### src/rtl/sarx_pkg.sv
package sarx_pkg;

  localparam int unsigned MAX_W = 32;
  localparam int unsigned REM_W = $clog2(2 * MAX_W + 1);

  typedef enum logic [2:0] {
    FMT_LJ   = 3'd0,
    FMT_RJ   = 3'd1,
    FMT_I2S  = 3'd2,
    FMT_DSPA = 3'd3,
    FMT_DSPB = 3'd4
  } fmt_e;

  // word length code to bit count
  function automatic logic [REM_W-1:0] word_bits(input logic [1:0] code);
    case (code)
      2'd0:    return REM_W'(16);
      2'd1:    return REM_W'(20);
      2'd2:    return REM_W'(24);
      default: return REM_W'(32);
    endcase
  endfunction

  // move a right-aligned word to the top of the field
  function automatic logic [MAX_W-1:0] left_align(input logic [MAX_W-1:0] v,
                                                  input logic [1:0] code);
    return v << (MAX_W - 32'(word_bits(code)));
  endfunction

  // bits that must stay zero for a given length
  function automatic logic [MAX_W-1:0] tail_mask(input logic [1:0] code);
    return ~left_align('1, code);
  endfunction

  function automatic logic is_dsp(input logic [2:0] f);
    return (f == FMT_DSPA) || (f == FMT_DSPB);
  endfunction

  // formats whose MSB trails the framing mark by one bit clock
  function automatic logic late_msb(input logic [2:0] f);
    return (f == FMT_I2S) || (f == FMT_DSPA);
  endfunction

  function automatic logic cfg_illegal(input logic [2:0] f, input logic [1:0] code);
    return (f > FMT_DSPB) || ((f == FMT_RJ) && (code == 2'd3));
  endfunction

endpackage

### src/rtl/sarx_sync.sv
module sarx_sync #(
  parameter int unsigned STAGES = 2
) (
  input  logic clk,
  input  logic rst_n,
  input  logic bclk_raw,
  input  logic lr_raw,
  input  logic dat_raw,
  output logic bit_stb,
  output logic bit_dat,
  output logic lr_lvl
);

  localparam int unsigned LAST = STAGES - 1;

  logic [STAGES-1:0][2:0] stg;
  logic                   bclk_d;

  always_ff @(posedge clk) begin
    if (!rst_n) begin
      stg    <= '0;
      bclk_d <= 1'b0;
    end else begin
      stg[0] <= {bclk_raw, lr_raw, dat_raw};
      for (int i = 1; i < STAGES; i++) stg[i] <= stg[i-1];
      bclk_d <= stg[LAST][2];
    end
  end

  assign bit_stb = stg[LAST][2] & ~bclk_d;
  assign lr_lvl  = stg[LAST][1];
  assign bit_dat = stg[LAST][0];

endmodule

### src/rtl/sarx_mark.sv
module sarx_mark (
  input  logic clk,
  input  logic rst_n,
  input  logic bit_stb,
  input  logic lr_lvl,
  input  logic dsp,
  output logic lr_toggle,
  output logic lr_rise,
  output logic mark
);

  logic lr_prev;
  logic primed;

  always_ff @(posedge clk) begin
    if (!rst_n) begin
      lr_prev <= 1'b0;
      primed  <= 1'b0;
    end else if (bit_stb) begin
      lr_prev <= lr_lvl;
      primed  <= 1'b1;
    end
  end

  assign lr_toggle = bit_stb & primed & (lr_lvl ^ lr_prev);
  assign lr_rise   = lr_toggle & lr_lvl;
  assign mark      = dsp ? lr_rise : lr_toggle;

endmodule

### src/rtl/sarx_asm.sv
module sarx_asm
  import sarx_pkg::*;
(
  input  logic             clk,
  input  logic             rst_n,
  input  logic             bit_stb,
  input  logic             bit_dat,
  input  logic             lr_lvl,
  input  logic             mark,
  input  logic [2:0]       fmt,
  input  logic [1:0]       len,
  input  logic             bad,
  output logic             emit_l,
  output logic             emit_r,
  output logic [MAX_W-1:0] emit_word
);

  logic [REM_W-1:0] wbits, rem, rem_n, load_cnt;
  logic             dsp, late, rj;
  logic             active, chan, pend, pend_chan, seen;
  logic [MAX_W-1:0] sh, shifted, rj_sh;
  logic             new_chan, start_now;
  logic             slot_fire, slot_l_done, slot_r_done, rj_fire;

  assign wbits    = word_bits(len);
  assign dsp      = is_dsp(fmt);
  assign late     = late_msb(fmt);
  assign rj       = (fmt == FMT_RJ);
  assign load_cnt = (dsp ? {wbits[REM_W-2:0], 1'b0} : wbits) - REM_W'(1);

  assign shifted  = {sh[MAX_W-2:0], bit_dat};
  assign rem_n    = rem - REM_W'(1);

  // channel of a word that begins at this mark (1 = left)
  assign new_chan = dsp ? 1'b1 : ((fmt == FMT_I2S) ? ~lr_lvl : lr_lvl);

  assign slot_fire   = bit_stb & active & ~rj;
  assign slot_l_done = slot_fire & (dsp ? (rem_n == wbits) : ((rem_n == '0) & chan));
  assign slot_r_done = slot_fire & (dsp ? (rem_n == '0)    : ((rem_n == '0) & ~chan));
  assign rj_fire     = bit_stb & rj & mark & seen;
  assign start_now   = bit_stb & ~rj & ((mark & ~late) | pend);

  // right justified: the half that ended had the opposite level
  assign emit_l    = ~bad & (slot_l_done | (rj_fire & ~lr_lvl));
  assign emit_r    = ~bad & (slot_r_done | (rj_fire & lr_lvl));
  assign emit_word = rj ? left_align(rj_sh, len) : left_align(shifted, len);

  always_ff @(posedge clk) begin
    if (!rst_n) begin
      rj_sh     <= '0;
      seen      <= 1'b0;
      pend      <= 1'b0;
      pend_chan <= 1'b0;
    end else if (bit_stb) begin
      rj_sh <= {rj_sh[MAX_W-2:0], bit_dat};
      pend  <= mark & late & ~rj;
      if (mark) begin
        seen      <= 1'b1;
        pend_chan <= new_chan;
      end
    end
  end

  always_ff @(posedge clk) begin
    if (!rst_n) begin
      active <= 1'b0;
      chan   <= 1'b0;
      rem    <= '0;
      sh     <= '0;
    end else if (start_now) begin
      active <= 1'b1;
      chan   <= pend ? pend_chan : new_chan;
      rem    <= load_cnt;
      sh     <= {{(MAX_W-1){1'b0}}, bit_dat};
    end else if (slot_fire) begin
      rem <= rem_n;
      sh  <= (dsp && (rem_n == wbits)) ? '0 : shifted;
      if (rem_n == '0) active <= 1'b0;
    end
  end

endmodule

### src/rtl/sarx_span.sv
module sarx_span
  import sarx_pkg::*;
#(
  parameter int unsigned CNT_W = 8
) (
  input  logic       clk,
  input  logic       rst_n,
  input  logic       bit_stb,
  input  logic       mark,
  input  logic       dsp,
  input  logic [1:0] len,
  output logic       frame_err
);

  logic [CNT_W-1:0] cnt, lim;
  logic [REM_W-1:0] wbits;
  logic             armed;
  logic             too_short;

  assign wbits     = word_bits(len);
  assign lim       = dsp ? CNT_W'({wbits, 1'b0}) : CNT_W'(wbits);
  assign too_short = bit_stb & mark & armed & (cnt < lim);

  always_ff @(posedge clk) begin
    if (!rst_n) begin
      cnt       <= '0;
      armed     <= 1'b0;
      frame_err <= 1'b0;
    end else begin
      if (too_short) frame_err <= 1'b1;
      if (bit_stb) begin
        if (mark) begin
          cnt   <= CNT_W'(1);
          armed <= 1'b1;
        end else if (cnt != '1) begin
          cnt <= cnt + CNT_W'(1);
        end
      end
    end
  end

endmodule

### src/rtl/serial_audio_rx.sv
module serial_audio_rx
  import sarx_pkg::*;
#(
  parameter int unsigned SYNC_STAGES = 2,
  parameter int unsigned SPAN_CNT_W  = 8
) (
  input  logic        clk,
  input  logic        rst_n,
  input  logic        bit_clk,
  input  logic        frame_clk,
  input  logic        ser_data,
  input  logic [2:0]  fmt_sel,
  input  logic [1:0]  len_sel,
  output logic [31:0] left_data,
  output logic        left_valid,
  output logic [31:0] right_data,
  output logic        right_valid,
  output logic        cfg_err,
  output logic        frame_err
);

  logic             bit_stb, bit_dat, lr_lvl;
  logic             lr_toggle, lr_rise, mark;
  logic             dsp, bad;
  logic             emit_l, emit_r;
  logic [MAX_W-1:0] emit_word;

  assign dsp = is_dsp(fmt_sel);
  assign bad = cfg_illegal(fmt_sel, len_sel);

  sarx_sync #(.STAGES(SYNC_STAGES)) sync_i (
    .clk(clk), .rst_n(rst_n),
    .bclk_raw(bit_clk), .lr_raw(frame_clk), .dat_raw(ser_data),
    .bit_stb(bit_stb), .bit_dat(bit_dat), .lr_lvl(lr_lvl)
  );

  sarx_mark mark_i (
    .clk(clk), .rst_n(rst_n), .bit_stb(bit_stb), .lr_lvl(lr_lvl), .dsp(dsp),
    .lr_toggle(lr_toggle), .lr_rise(lr_rise), .mark(mark)
  );

  sarx_asm asm_i (
    .clk(clk), .rst_n(rst_n), .bit_stb(bit_stb), .bit_dat(bit_dat),
    .lr_lvl(lr_lvl), .mark(mark), .fmt(fmt_sel), .len(len_sel), .bad(bad),
    .emit_l(emit_l), .emit_r(emit_r), .emit_word(emit_word)
  );

  sarx_span #(.CNT_W(SPAN_CNT_W)) span_i (
    .clk(clk), .rst_n(rst_n), .bit_stb(bit_stb), .mark(mark), .dsp(dsp),
    .len(len_sel), .frame_err(frame_err)
  );

  always_ff @(posedge clk) begin
    if (!rst_n) begin
      left_data   <= '0;
      right_data  <= '0;
      left_valid  <= 1'b0;
      right_valid <= 1'b0;
      cfg_err     <= 1'b0;
    end else begin
      left_valid  <= emit_l;
      right_valid <= emit_r;
      cfg_err     <= bad;
      if (emit_l) left_data  <= emit_word;
      if (emit_r) right_data <= emit_word;
    end
  end

endmodule

### config.mk
export PLATFORM = sky130hd
export DESIGN_NAME = serial_audio_rx
export DESIGN_NICKNAME = d
export VERILOG_FILES = /design/src/rtl/sarx_pkg.sv /design/src/rtl/sarx_sync.sv /design/src/rtl/sarx_mark.sv /design/src/rtl/sarx_asm.sv /design/src/rtl/sarx_span.sv /design/src/rtl/serial_audio_rx.sv
export SDC_FILE = /design/constraint.sdc
export NUM_CORES = 1
export LEC_CHECK = 0
export ABC_AREA = 1
export BUFFER_PORTS_ARGS = -buffer_cell sky130_fd_sc_hd__buf_2
export CAP_MARGIN = 10
export CORE_MARGIN = 3
export CORE_UTILIZATION = 45
export DETAILED_ROUTE_END_ITERATION = 8
export SLEW_MARGIN = 10
export SYNTH_ARGS = -nofsm -noshare
export SYNTH_HDL_FRONTEND = slang
export SYNTH_HIERARCHICAL = 1
export SYNTH_SLANG_ARGS = --single-unit
### constraint.sdc
create_clock -name clk -period 6.9 [get_ports clk]
set_input_delay 0.69 -clock clk [delete_from_list [all_inputs] [get_ports clk]]
set_output_delay 0.69 -clock clk [all_outputs]
set_load 0.05 [all_outputs]
After elaboration in Yosys (flattened, before gate mapping)
Cells that the tools add are included.

operators by class
  muxes and demuxes = 20
  $lt $le $gt $ge = 2
  add/sub/neg operators = 4
  shift-type cells = 2
  reduce and logical (&&, ||, !) cells = 14
  eq/ne operators = 9
  bitwise logic cells = 36

operators by type and width
  operator                                                            number
  32-bit by 32-bit << shifter with 32-bit output                      2
  32-bit 2-to-1 mux                                                   1
  31-bit 2-to-1 mux                                                   1
  7-bit 2-to-1 mux                                                    4
  1-bit bitwise AND                                                   25
  6-bit one-hot mux with 3 select lines                               1
  8-bit 2-to-1 mux                                                    2
  7-bit by 1-bit subtractor with 7-bit output, second input constant  2
  1-bit 2-to-1 mux                                                    11
  8-bit by 1-bit adder with 8-bit output, second input constant       1
  8-bit less-than comparator                                          1
  8-bit inequality test, second input constant                        1
  7-bit by 6-bit == test with 1-bit output                            1
  7-bit logical NOT                                                   1
  1-bit NOT                                                           7
  6-bit by 6-bit subtractor with 7-bit output, first input constant   1
  3-bit by 2-bit == test with 1-bit output, second input constant     2
  2-bit AND reduction                                                 3
  2-bit nonzero test                                                  3
  2-bit == test, second input constant                                2
  3-bit by 1-bit == test with 1-bit output, second input constant     1
  3-bit == test, second input constant                                1
  3-bit greater-than comparator, second input constant                1
  1-bit logical OR                                                    3
  6 further kinds                                                     9

storage, ports and cells
  input port bits = 10
  output and inout bits = 68
  word-level logic and storage cells = 108
  bits in registers = 160

Depth between registers and ports, before layout
Gate-level depths: netlist (run 1).

  depth in word-level cells = 11
  gate-level depth with buffers = 18
  gate-level depth less buffers = 17

Cells and area by module
The synthesis (run 1) kept the hierarchy.

by module, submodules not included
  module           area an instance (sq um)  cells each  times used  sequential area each (sq um)
  sarx_asm         4914.7                    735         1           1501.4
  serial_audio_rx  2368.5                    295         1           1341.3
  sarx_span        700.7                     104         1           200.2
  sarx_sync        200.2                     23          1           140.1
  sarx_mark        111.4                     17          1           40.0

Worst setup path after synthesis (run 1)
Ideal clock, no wire load.

  kind = input port to flip-flop
  start point = input port fmt_sel[0]
  end point = register right_data[22]
  path slack = 4330 ps
  stages on the path = 13
  path buffers = 1
  arrival = 2453 ps
  data required time = 6783 ps
  library setup time = 117 ps
  cell sequence = o21ai_0 > nor2b_1 > inv_1 > nor2_1 > nor2_1 > nand2_1 > inv_1 > nand4_1 > a21oi_1 > inv_2 > buf_6 > nor2_1 > nor2_1

between the ends
  word-level cells in the longest chain between the ends = 8
  elaborated cells between the ends (all ways) = 20
  classes of those cells = order compare (1); eq/ne (3); mux (3); bitwise (10); reduce/logical (3)

RTL lines
  what                                                                              line                   source
  start: declaration                                                                serial_audio_rx.sv:12  input logic [2:0] fmt_sel,
  3-bit by 2-bit == test with 1-bit output / 3-bit == test (equally long branches)  sarx_pkg.sv:36         return (f == FMT_DSPA) || (f == FMT_DSPB);
  1-bit logical OR *                                                                sarx_pkg.sv:36
  via dsp                                                                           serial_audio_rx.sv:24  logic dsp, bad;
  1-bit 2-to-1 mux *                                                                sarx_mark.sv:27        assign mark = dsp ? lr_rise : lr_toggle;
  via mark                                                                          serial_audio_rx.sv:23  logic lr_toggle, lr_rise, mark;
  1-bit bitwise AND * (2 in series)                                                 sarx_asm.sv:40         assign rj_fire = bit_stb & rj & mark & seen;
  1-bit bitwise AND *                                                               sarx_asm.sv:45         assign emit_r = ~bad & (slot_r_done | (rj_fire & lr_lvl));
  1-bit bitwise OR *                                                                sarx_asm.sv:45
  1-bit bitwise AND *                                                               sarx_asm.sv:45
  via emit_r                                                                        serial_audio_rx.sv:25  logic emit_l, emit_r;
  end signal: assignment                                                            serial_audio_rx.sv:65  if (emit_r) right_data <= emit_word;
  end: declaration                                                                  serial_audio_rx.sv:16  output logic [31:0] right_data,

Mark *: on every way through the listed nets, which the timed path passes. The rest lies on a longest branch.
A chain may end at the register's enable or synchronous reset.

Final worst setup path (run 1)
  start point = register sync_i/stg[5] (netlist bit)
  end point = register left_data[22]

between the ends
  word-level cells in the longest chain between the ends = 10
  elaborated cells between the ends (all ways) = 14
  classes of those cells = mux (1); bitwise (13)

RTL lines
  what                             line                   source
  start: declaration               sarx_sync.sv:16        logic [STAGES-1:0][2:0] stg;
  1-bit bitwise AND *              sarx_sync.sv:30        assign bit_stb = stg[LAST][2] & ~bclk_d;
  via bit_stb                      serial_audio_rx.sv:22  logic bit_stb, bit_dat, lr_lvl;
  1-bit bitwise AND (2 in series)  sarx_mark.sv:25        assign lr_toggle = bit_stb & primed & (lr_lvl ^ lr_prev);
  1-bit bitwise AND                sarx_mark.sv:26        assign lr_rise = lr_toggle & lr_lvl;
  1-bit 2-to-1 mux                 sarx_mark.sv:27
  1-bit bitwise AND (2 in series)  sarx_asm.sv:40
  1-bit bitwise AND                sarx_asm.sv:44         assign emit_l = ~bad & (slot_l_done | (rj_fire & ~lr_lvl));
  1-bit bitwise OR *               sarx_asm.sv:44
  1-bit bitwise AND *              sarx_asm.sv:44
  via emit_l                       serial_audio_rx.sv:25
  end signal: assignment           serial_audio_rx.sv:64  if (emit_l) left_data <= emit_word;
  end: declaration                 serial_audio_rx.sv:14  output logic [31:0] left_data,

Marked as above.

==> results of run 1 <==
-- area by class of cell --
cell class | count | area [sq um] | share of cell area
multi-input cells | 806 | 4140 | 0.450
flip-flops and latches | 161 | 3220 | 0.351
inverters | 138 | 520 | 0.0567
clock buffers | 18 | 439 | 0.0478
repair buffers | 81 | 415 | 0.0452
well taps | 225 | 282 | 0.0306
clock inverters | 14 | 169 | 0.0184
-- worst max-delay path by stage --
stage | from | endpoint | slack [ps]
floorplan | fmt_sel[0] | right_data[22]$_SDFFE_PN0P_ | 4330
global placement | fmt_sel[1] | left_data[17]$_SDFFE_PN0P_ | 2340
detailed placement | fmt_sel[1] | left_data[22]$_SDFFE_PN0P_ | 2230
CTS | sync_i/stg[5]$_SDFF_PN0_ | left_data[22]$_SDFFE_PN0P_ | 2460
global route | sync_i/stg[5]$_SDFF_PN0_ | left_data[22]$_SDFFE_PN0P_ | 2050
finish | sync_i/stg[5]$_SDFF_PN0_ | left_data[22]$_SDFFE_PN0P_ | 2500
-- tightest hold or removal path: cells and delay by family, from the launching register on --
family	cells	cell delay, ps
AND/OR/NAND/NOR	1	50
flip-flops	1	300
buffers and inverters	1	30
-- per-stage QoR --
stage / instance area [sq um] / utilization / instances
floorplan: 8290 / - / 1172
global placement: 8580 / 0.486 / 1411
detailed placement: 8580 / 0.486 / 1411
CTS: 9190 / 0.520 / 1443
global route: 9190 / 0.520 / 1443
finish: 9190 / 0.520 / 1443
-- cell usage in the layout, fill, tap and decap left out, types with 8 or more instances in the layout --
master and count:
ha_1 14, dfxtp_1 161, a21oi_2 30, inv_2 37, nand2_1 171, o21ai_1 35, o211ai_2 29, a21oi_1 24
inv_1 99, o21ai_0 137, nand3_1 75, nand4_1 8, clkbuf_16 17, buf_2 77, nor2_1 233
-- metal layers --
| metal | wire [microns] | global-route usage | vias up |
|---|---|---|---|
| met1 | 10200 | 0.285 | 3507 |
| met3 | 919 | 0.0468 | 21 |
| met2 | 9820 | 0.345 | 142 |
| met5 | 0 | 0 | - |
| met4 | 215 | 0.0495 | 0 |
| li1 | - | - | 3845 |
-- power by group through the flow --
stage                     Combinational (mW)  Sequential, mW  Clock (mW)
after CTS                              0.153           0.950       0.993
after detailed placement               0.152           0.971           0
after floorplan                        0.115           0.970           0
after global routing                   0.173           0.951        1.04
after global placement                 0.152           0.971           0
final                                  0.154           0.950       0.975
-- sequential cells by signal (all words and copies together) (netlist names) --
| register | flops |
|---|---|
| asm_i/rem | 7 |
| asm_i/seen | 1 |
| left_valid | 1 |
| cfg_err | 1 |
| sync_i/bit_dat | 1 |
| span_i/armed | 1 |
| asm_i/active | 1 |
| span_i/frame_err | 1 |
| right_data | 32 |
| asm_i/pend_chan | 1 |
| sync_i/stg | 4 |
| sync_i/bclk_d | 1 |
| right_valid | 1 |
| asm_i/sh | 31 |
| sync_i/lr_lvl | 1 |
| mark_i/primed | 1 |
| left_data | 32 |
| asm_i/chan | 1 |
| asm_i/rj_sh | 32 |
| span_i/cnt | 8 |
| mark_i/lr_prev | 1 |
| asm_i/pend | 1 |
==> out/summary.txt, run 1 <==
status -> completed
leakage -> 4.38 nW
Starting Density -> 0.469
Hold Vio Cnt, Final -> 0
period utilization -> 0.638
Crit-path slowest cell -> inv_1
H-tree levels -> 4
Psw -> 0.541 mW
syn_area_per_cell -> 7.07 sq um
# diodes -> 0
nets -> 1229
Critical Path Fanout Max -> 62
R2R Setup Slk -> 2500 ps
Slowest Stage Delay on Critical Path -> 670 ps
max-cap viol count -> 0
final setup margin -> 2500 ps
RSZ-0062 raised after global routing -> false
Cell Pwr Density -> 226 nW/um^2
Die H -> 142 microns
hold buffers post-CTS -> 0
Root Driver -> clkbuf_16
Post-Place Setup Slack -> 2230 ps
Antenna Violating Nets Remaining -> 0
slew at the pin closest to its max-slew limit -> 1140 ps
number of fillers in the final layout -> 1815
CP Buf/Inv Count -> 6
Gate Count Post-Synth -> 1172
Port-buffer cells -> 77
CP Class -> register to register
Die Area -> 20100 sq um
Combinational Power Share -> 0.074
Worst path top cell family by delay -> buffers and inverters
Hold Path Stages -> 2
CP cell instances -> inv_1 -> nor2_4 -> buf_4 -> nand2_1 -> inv_1 -> nand2_4 -> inv_2 -> nand2_1 -> nor2_4 -> nand3_4 -> nand3_1 -> nand2_1 -> inv_1 -> inv_2 -> nor2_1 -> nor2_1
Remaining DRCs -> 0
largest net degree at the start of global routing -> 79
FF-to-FF path depth -> 16
fmax -> 227 MHz
Sw Share -> 0.260
Total Power -> 2.08 mW
via density per instance -> 5.21
# resized after CTS -> 0
layout cells sized above 1 -> 0.189
vias in the first global route -> 6876
Clk pwr share -> 0.469
first-pass GRT wire length -> 34.6 mm
CTS Buf Count -> 17
syn_nets -> 1196
min cycle time layout -> 4400 ps
sequential share of power -> 0.457
Critical Path RT -> 7220 ps
Clock Skew -> 12.1 ps
crit end category -> register
core footprint -> 17700 sq um
CTS tree -> built
1st-pass router iterations -> 5
Hold Slack -> 412 ps
Congestion Overflow GR -> 0
Slew Viols, Final -> 0
DR WL/cell -> 14.6 microns
Hold Crit Start -> sync_i/stg[0]$_SDFF_PN0_
Ports -> 78
Syn. warnings -> 6
critical path depth in cells -> 16
Worst Hold End -> sync_i/bit_dat$_SDFF_PN0_
Vias -> 7515
Detailed Route Iter0 Violations -> 525
Max-slew headroom -> 0.236
Final Wtd Congestion -> 0.916
number of setup buffers added after CTS -> 0
CP startpoint kind -> register
post-synthesis cell area -> 8290 sq um
Layout area overhead -> 10.8%
internal power -> 1.54 mW
Clock Path Buffers -> 2
worst reg2reg path endpoint -> left_data[22]$_SDFFE_PN0P_
Worst VDD drop -> 0.000274 V
Hold Path Class -> register to register
num rows -> 48
setup TNS -> 0 ps
detailed placement HPWL -> 14.6 mm
worst skew pair latency -> 430 ps
critical path data arrival time -> 4720 ps
Die W -> 142 microns
# clock sinks -> 161
worst r2r src -> sync_i/stg[5]$_SDFF_PN0_
initial antenna violation count -> 0
Worst-path clk slew -> 70 ps
All-Layer GR Usage -> 0.211
final WL -> 21.1 mm
setup violation total in the final timing report -> 0
Note: power is estimated with default switching activity, not from simulation.
==> run 2: changes to the inputs <==
PLACE_DENSITY = 0.66   (was not set)
clock period = 3.8 ns   (was 6.9 ns; I/O delays follow)
==> run 2 against run 1 <==
  * Core utilization up 0.40 points
  * Wire length down 1.0%
  * Critical endpoint is now left_data[25]$_SDFFE_PN0P_
  * Critical path type unchanged
  * Clock skew up 2.2 ps
  * Largest cell class unchanged
  * Fmax up 56%
  * Via count is 1.3% higher
  * Sequential share of layout area is 0.27 points lower
  * Total power is 83% higher
  * Register-to-register slack worse by 1500 ps
  * First-iteration DRC count rose by 37%
  * Sequential cell count unchanged
  * Critical path depth stayed put
  * Die area is the same
==> out/summary.txt, run 2 (synthesized netlist as in run 1, its figures left out) <==
Remaining DRCs -> 0
Starting Density -> 0.469
number of setup buffers added after CTS -> 0
Critical Path RT -> 4120 ps
worst reg2reg path endpoint -> left_data[25]$_SDFFE_PN0P_
Final Wtd Congestion -> 0.904
Clock Path Buffers -> 2
crit end category -> register
Worst VDD drop -> 0.000493 V
Max-slew headroom -> 0.274
Congestion Overflow GR -> 0
min cycle time layout -> 2820 ps
first-pass GRT wire length -> 35.4 mm
CP startpoint kind -> register
# clock sinks -> 161
Layout area overhead -> 11.7%
Cell Pwr Density -> 410 nW/um^2
Die Area -> 20100 sq um
Hold Vio Cnt, Final -> 0
CTS tree -> built
nets -> 1238
max-cap viol count -> 0
R2R Setup Slk -> 980 ps
Detailed Route Iter0 Violations -> 721
Die H -> 142 microns
All-Layer GR Usage -> 0.214
worst r2r src -> sync_i/stg[5]$_SDFF_PN0_
Antenna Violating Nets Remaining -> 0
hold buffers post-CTS -> 0
# diodes -> 0
CTS Buf Count -> 17
commonest non-fill, non-tap cell in the layout -> nor2_1
Worst Hold End -> sync_i/stg[1]$_SDFF_PN0_
detailed placement HPWL -> 14.2 mm
period utilization -> 0.742
number of fillers in the final layout -> 1760
# resized after CTS -> 0
commonest non-fill, non-tap cells in the layout -> nor2_1, nand2_1, dfxtp_1
fmax -> 354 MHz
H-tree levels -> 4
slew at the pin closest to its max-slew limit -> 1090 ps
Total Power -> 3.80 mW
Hold Path Class -> primary input to register
Die W -> 142 microns
DR WL/cell -> 14.4 microns
1st-pass router iterations -> 5
Slew Viols, Final -> 0
Port-buffer cells -> 77
setup TNS -> 0 ps
layout cells sized above 1 -> 0.195
Root Driver -> clkbuf_16
final WL -> 20.9 mm
critical path data arrival time -> 3140 ps
setup violation total in the final timing report -> 0
RSZ-0062 raised after global routing -> false
core footprint -> 17700 sq um
Hold Path Stages -> 3
Vias -> 7609
status -> completed
leakage -> 4.43 nW
via density per instance -> 5.24
Clock Skew -> 14.3 ps
Hold Crit Start -> frame_clk
initial antenna violation count -> 0
top flop regs -> asm_i/rj_sh: 32 flops, left_data: 32 flops, right_data: 32 flops
num rows -> 48
Critical Path Fanout Max -> 34
FF-to-FF path depth -> 16
largest net degree at the start of global routing -> 107
Ports -> 78
worst skew pair latency -> 430 ps
Worst-path clk slew -> 70 ps
CP Class -> register to register
vias in the first global route -> 7037
run 2: metrics by stage:
stage / setup slack (ps) / utilization / area (sq um) / instances / hold slack, ps
after floorplan: 1290 / - / 8290 / 1172 / 386
after global placement: 834 / 0.489 / 8640 / 1420 / 395
after detailed placement: 737 / 0.489 / 8640 / 1420 / 402
after CTS: 926 / 0.524 / 9260 / 1452 / 119
after global routing: 650 / 0.524 / 9260 / 1452 / 132
final: 979 / 0.524 / 9260 / 1452 / 127
run 2: critical path: stages, from the launching register on:
cell	delay, ps
dfxtp_1	330
inv_1	50
nor2_2	180
nand2_1	100
inv_2	50
nand3_2	70
nor2_1	430
nand2_1	100
inv_1	170
nand4_1	110
nand3_1	90
nand2_1	50
inv_1	40
buf_4	310
inv_2	330
nor2_1	210
nor2_1	60
run 2: how the worst max path moves through the flow:
stage	startpoint	slack, ps	cells past startpoint	to
after floorplan	sync_i/stg[5]$_SDFF_PN0_	1290	14	right_data[22]$_SDFFE_PN0P_
after detailed placement	fmt_sel[0]	740	16	left_data[9]$_SDFFE_PN0P_
after global routing	sync_i/stg[5]$_SDFF_PN0_	650	16	left_data[27]$_SDFFE_PN0P_
final	sync_i/stg[5]$_SDFF_PN0_	980	16	left_data[25]$_SDFFE_PN0P_
after CTS	sync_i/stg[5]$_SDFF_PN0_	930	16	left_data[6]$_SDFFE_PN0P_
after global placement	fmt_sel[1]	830	16	left_data[29]$_SDFFE_PN0P_
run 2: report_power, final:
group / total (mW) / switching [mW] / internal (mW)
logic: 0.286 / 0.207 / 0.0794
clock network: 1.79 / 0.784 / 1.00
registers: 1.72 / 0.0143 / 1.71
run 2: routing by layer:
layer / global-route usage / vias to the layer above / wire, microns
met5: 0 / - / 0
met4: 0.0662 / 0 / 392
met3: 0.0384 / 34 / 1160
met2: 0.339 / 187 / 9570
met1: 0.296 / 3518 / 9800
li1: - / 3870 / -
run 2: final cells by class:
class,instances,area [sq um],share of cell area
timing repair buffer,90,483,0.0522
inverter,138,520,0.0562
clock inverter,15,191,0.0207
clock buffer,17,425,0.0460
tap,225,282,0.0304
multi-input combinational,806,4130,0.446
sequential,161,3220,0.348
